==> src/rtl/acmp_pkg.sv <==
package acmp_pkg;

  typedef enum logic [2:0] {
    MODE_OFF      = 3'd0,
    MODE_WINDOW   = 3'd1,
    MODE_A1_LE_A2 = 3'd2,
    MODE_A1_GE_A2 = 3'd3,
    MODE_A1_LE_R  = 3'd4,
    MODE_A1_GE_R  = 3'd5,
    MODE_A2_LE_R  = 3'd6,
    MODE_A2_GE_R  = 3'd7
  } cmpMode_e;

  // Strobes from control into the datapath
  typedef struct packed {
    logic active;    // result may be 1
    logic window;    // use the band test
    logic lessEq;    // 1: left <= right, 0: left >= right
    logic leftA2;    // left operand is A2 instead of A1
    logic rightRef;  // right operand is R instead of A2
  } cmpStrobe_t;

endpackage

==> src/rtl/acmp_ctrl.sv <==
module acmp_ctrl
  import acmp_pkg::*;
(
  input  logic       enable,
  input  logic [2:0] mode,
  output cmpStrobe_t strobe
);

  cmpMode_e modeSel;
  assign modeSel = cmpMode_e'(mode);

  always_comb begin
    strobe          = '0;
    strobe.active   = enable && (modeSel != MODE_OFF);
    unique case (modeSel)
      MODE_WINDOW:   strobe.window = 1'b1;
      MODE_A1_LE_A2: strobe.lessEq = 1'b1;
      MODE_A1_GE_A2: strobe.lessEq = 1'b0;
      MODE_A1_LE_R:  begin strobe.lessEq = 1'b1; strobe.rightRef = 1'b1; end
      MODE_A1_GE_R:  strobe.rightRef = 1'b1;
      MODE_A2_LE_R:  begin strobe.lessEq = 1'b1; strobe.leftA2 = 1'b1; strobe.rightRef = 1'b1; end
      MODE_A2_GE_R:  begin strobe.leftA2 = 1'b1; strobe.rightRef = 1'b1; end
      default:       strobe.window = 1'b0;
    endcase
  end

  // mode 0 never activates the datapath
  always_comb begin
    if (modeSel == MODE_OFF) a_r9_off_inactive: assert (!strobe.active);
  end

endmodule

==> src/rtl/acmp_datapath.sv <==
module acmp_datapath
  import acmp_pkg::*;
#(
  parameter int VAL_W = 10
) (
  input  logic             clk,
  input  logic             rstN,
  input  cmpStrobe_t       strobe,
  input  logic [VAL_W-1:0] a1,
  input  logic [VAL_W-1:0] a2,
  input  logic [VAL_W-1:0] refVal,
  output logic             statusQ
);

  localparam int EXT_W = VAL_W + 2;  // sign bit plus carry headroom

  logic signed [EXT_W-1:0] a1Ext, a2Ext, refExt;
  logic signed [EXT_W-1:0] bandLo, bandHi;
  logic [VAL_W-1:0]        leftOp, rightOp;
  logic                    inBand, relHit, resultD;

  assign a1Ext  = signed'({2'b00, a1});
  assign a2Ext  = signed'({2'b00, a2});
  assign refExt = signed'({2'b00, refVal});

  // wide arithmetic; a negative lower edge acts as a clamp at zero
  assign bandLo = a2Ext - refExt;
  assign bandHi = a2Ext + refExt;
  assign inBand = (a1Ext >= bandLo) && (a1Ext <= bandHi);

  assign leftOp  = strobe.leftA2   ? a2     : a1;
  assign rightOp = strobe.rightRef ? refVal : a2;
  assign relHit  = strobe.lessEq ? (leftOp <= rightOp) : (leftOp >= rightOp);

  assign resultD = strobe.active && (strobe.window ? inBand : relHit);

  // registered result
  always_ff @(posedge clk or negedge rstN) begin
    if (!rstN) statusQ <= 1'b0;
    else       statusQ <= resultD;
  end

  // an inactive strobe leads to a low status next cycle
  a_r10_inactive_low: assert property (@(posedge clk) disable iff (!rstN)
    !strobe.active |=> !statusQ);

endmodule

==> src/rtl/analog_compare_unit.sv <==
module analog_compare_unit
  import acmp_pkg::*;
#(
  parameter int VAL_W = 10
) (
  input  logic             clk,
  input  logic             rstN,
  input  logic             enable,
  input  logic [2:0]       mode,
  input  logic [VAL_W-1:0] a1,
  input  logic [VAL_W-1:0] a2,
  input  logic [VAL_W-1:0] refVal,
  output logic             status
);

  cmpStrobe_t strobe;

  acmp_ctrl u_ctrl (
    .enable (enable),
    .mode   (mode),
    .strobe (strobe)
  );

  acmp_datapath #(.VAL_W(VAL_W)) u_dp (
    .clk     (clk),
    .rstN    (rstN),
    .strobe  (strobe),
    .a1      (a1),
    .a2      (a2),
    .refVal  (refVal),
    .statusQ (status)
  );

  a_r8_enable_low: assert property (@(posedge clk) disable iff (!rstN)
    !enable |=> !status);

  a_r1_window: assert property (@(posedge clk) disable iff (!rstN)
    (enable && mode == 3'd1) |=>
      status == ((int'($past(a1)) >= int'($past(a2)) - int'($past(refVal))) &&
                 (int'($past(a1)) <= int'($past(a2)) + int'($past(refVal)))));

  a_r2_a1_le_a2: assert property (@(posedge clk) disable iff (!rstN)
    (enable && mode == 3'd2) |=> status == ($past(a1) <= $past(a2)));

  a_r5_a1_ge_ref: assert property (@(posedge clk) disable iff (!rstN)
    (enable && mode == 3'd5) |=> status == ($past(a1) >= $past(refVal)));

  a_r7_a2_ge_ref: assert property (@(posedge clk) disable iff (!rstN)
    (enable && mode == 3'd7) |=> status == ($past(a2) >= $past(refVal)));

endmodule

==> config.mk <==
export PLATFORM = sky130hd
export DESIGN_NAME = analog_compare_unit
export DESIGN_NICKNAME = d
export VERILOG_FILES = /design/src/rtl/acmp_pkg.sv /design/src/rtl/acmp_ctrl.sv /design/src/rtl/acmp_datapath.sv /design/src/rtl/analog_compare_unit.sv
export SDC_FILE = /design/constraint.sdc
export NUM_CORES = 1
export LEC_CHECK = 0
export BUFFER_PORTS_ARGS = -buffer_cell sky130_fd_sc_hd__clkbuf_2
export CAP_MARGIN = 40
export CORE_MARGIN = 5
export CORE_UTILIZATION = 40
export CTS_CLUSTER_DIAMETER = 120
export DETAILED_ROUTE_END_ITERATION = 8
export PLACE_DENSITY = 0.61
export SETUP_SLACK_MARGIN = 0.02
export SYNTH_ARGS = -nofsm -noshare
export SYNTH_HDL_FRONTEND = slang
export SYNTH_SLANG_ARGS = --single-unit
export TNS_END_PERCENT = 5
==> constraint.sdc <==
create_clock -name clk -period 0.8 [get_ports clk]
set_input_delay 0.04 -clock clk [delete_from_list [all_inputs] [get_ports clk]]
set_output_delay 0.04 -clock clk [all_outputs]
set_load 0.02 [all_outputs]
==> flow_metrics.tcl <==
set metrics [dict create \
    status "complete, but fails checks" \
    violations "negative setup slack" \
    drc 0 \
    maxCapViolCount 0 \
    drive_above_1_share 0.4339 \
    n_fill_cell 392 \
    largest_registers "u_dp.statusQ: 1 flops" \
    via_per_inst 5.218 \
    synthFlopType "dfrtp_1" \
    synth_commonest_cells "ha_1 (50), inv_1 (27)" \
    drtPass1Iterations 4 \
    critPathMaxFanout 3 \
    synth_warnings 0 \
    core-area_um2 4384 \
    ir_worst_vdd_mv 0.3906 \
    drt-total-wl_um 5428 \
    fin_area_um2 2809 \
    ys_types 47 \
    finalPower_mw 2.353 \
    fp.dieH_um 77.44 \
    dp_hpwl_um 4772 \
    setup_viol 1 \
    dpl.cell_count 393 \
    final_antenna_net_count 0 \
    grt_pass1_vias 2053 \
    hold_viol_final 0 \
    grt_max_degree 13 \
    start_util 0.4150 \
    syn_nets 319 \
    setup_slack_ns -2.087 \
    cp.arrival_ns 2.76 \
    synthCells 231 \
    post-place-ws_ns -2.092 \
    area_delta_synth_final_pct 54.40 \
    place_congestion 0.9029 \
    synth-seq-area-share 0.01376 \
    antenna_found_initial 0 \
    n_antenna_cell 0 \
    top_register "u_dp.statusQ" \
    synth_edf_count 0 \
    synth_top_area_frac 0.3439 \
    syn_area_per_cell_um2 7.876 \
    nNetsFinal 438 \
    rsz0062_at_grt "true" \
    ios 37 \
    die_x_um 77.44 \
    route.vias.total 2087 \
    leakage_nw 1.483 \
    power.density_nw_per_um2 837.5 \
    yosysTopAreaCell "ha_1" \
    drt_iter0_drc 68 \
    max_freq_mhz 346.4 \
    row_count 24 \
    io_buffers 36 \
    ys_ff_latch 1 \
    synthTopCellsByArea "ha_1 (34%), xnor2_1 (7.2%), mux2i_1 (6.1%), inv_1 (5.6%), mux2_2 (5.0%)" \
    async_reset_ff_frac 1.000 \
    worstPathRequired_ns 0.68 \
    syn_area_um2 1819 \
    criticalPathCategory "in -> reg" \
    hp-class "in -> reg" \
    wire_per_inst_um 13.57 \
    dieArea_um2 5997 \
    track_usage 0.1754 \
    grt_pass1_wl_um 9052 \
    overflow 0 \
    worst_slew_pin_slew_ns 0.3283 \
    post-route-period-util 3.609 \
    stdcell_count 400 \
    min_period_ns 2.887 \
    maxSlewViolCount 0 \
    crit_path_end_kind "flop" \
    synth_most_common_cell "ha_1" \
    postPlaceCellArea_um2 2673 \
    maxSlewHeadroom 0.7784 \
    finalSetupTns_ns -2.087 \
    worst_setup_path_start_kind "input port" \
    clk_pin_slew_ns 0 \
    largest_reg_flops 1 \
]
-- stage by stage --
stage	utilization	hold slack [ns]
floorplan	-	-0.2556
global placement	0.6096	-0.1797
detailed placement	0.6096	-0.1825
CTS	0.6130	0.3482
global route	0.6407	0.3689
finish	0.6407	0.3471
-- repair_timing --
item                       in CTS  in global routing
setup buffers                   0                  6
setup endpoints to repair       1                  1
hold buffers                    1                  0
hold endpoints to repair        1                  0
pin swaps                       1                 16
resized for setup               1                 22
-- critical path, cell delays in order --
cell      delay (ns)
buf_8           0.08
inv_6           0.03
buf_6           0.10
fa_2            0.39
o21bai_4        0.19
a221oi_2        0.09
o21bai_2        0.18
xnor2_1         0.11
ha_1            0.30
nand4_1         0.16
a211oi_2        0.30
a311oi_2        0.08
o41ai_2         0.31
o311a_1         0.20
and4b_1         0.19
-- cells in the final DEF (no fill, tap or decap), types with 2 or more instances in the layout --
master / n
xnor2_1: 15
a21o_1: 4
a21oi_1: 14
a311oi_1: 3
clkbuf_2: 32
a211oi_2: 2
nand3_1: 5
nand4_1: 3
mux2_2: 8
nor3_1: 6
ha_4: 2
mux2i_1: 11
o21ai_0: 6
a21oi_2: 2
buf_6: 3
ha_1: 47
nand2_1: 15
o21ai_1: 3
inv_1: 24
nor2_1: 15
a211o_1: 2
o211ai_1: 3
nand2b_1: 4
buf_4: 83
nor4_1: 2
buf_8: 2
inv_2: 3
nor2b_1: 2
-- where the power goes --
| group | leakage [nW] | internal, mW | switching [mW] |
|---|---|---|---|
| sequential | 0.0130 | 0.0581 | 0.00236 |
| combinational | 1.47 | 1.22 | 1.08 |
| clock | 0 | 0 | 0 |
| total | 1.48 | 1.27 | 1.08 |
-- cell type report --
cell class | instances | area (um^2) | share of cell area
Tap cell | 52 | 65.06 | 0.02316
Multi-Input combinational cell | 198 | 1752 | 0.6236
Inverter | 28 | 110.1 | 0.03920
Timing Repair Buffer | 121 | 857.1 | 0.3051
Sequential cell | 1 | 25.02 | 0.008909
-- logic make-up (layout without fill, tap and decap cells) --
group / after synthesis / in the layout / share of synthesized area
flip-flops: 1 / 1 / 0.01375
buffers and inverters: 32 / 149 / 0.06671
XOR/XNOR: 15 / 15 / 0.07222
adder cells (fa/ha/maj): 52 / 52 / 0.3659
AND/OR/NAND/NOR: 56 / 56 / 0.1479
AO/OA/AOI/OAI: 56 / 56 / 0.2235
multiplexers: 19 / 19 / 0.1100
-- worst paths after layout --
check                           from           end  slack (ns)  depth (start not counted)
max in group asynchronous       rstN  u_dp.statusQ        0.36                          2
min                           enable  u_dp.statusQ        0.35                          2
min in group asynchronous       rstN  u_dp.statusQ        0.36                          2
max                        refVal[1]  u_dp.statusQ       -2.09                         15
-- routing by layer --
metal,vias up,share of wire,global-route usage
li1,1079,-,-
met3,4,0.024,0.003472
met4,0,0.0085,0.01375
met2,31,0.49,0.3224
met5,-,0,0
met1,973,0.48,0.2370
Note: power is estimated with default switching activity, not from simulation.
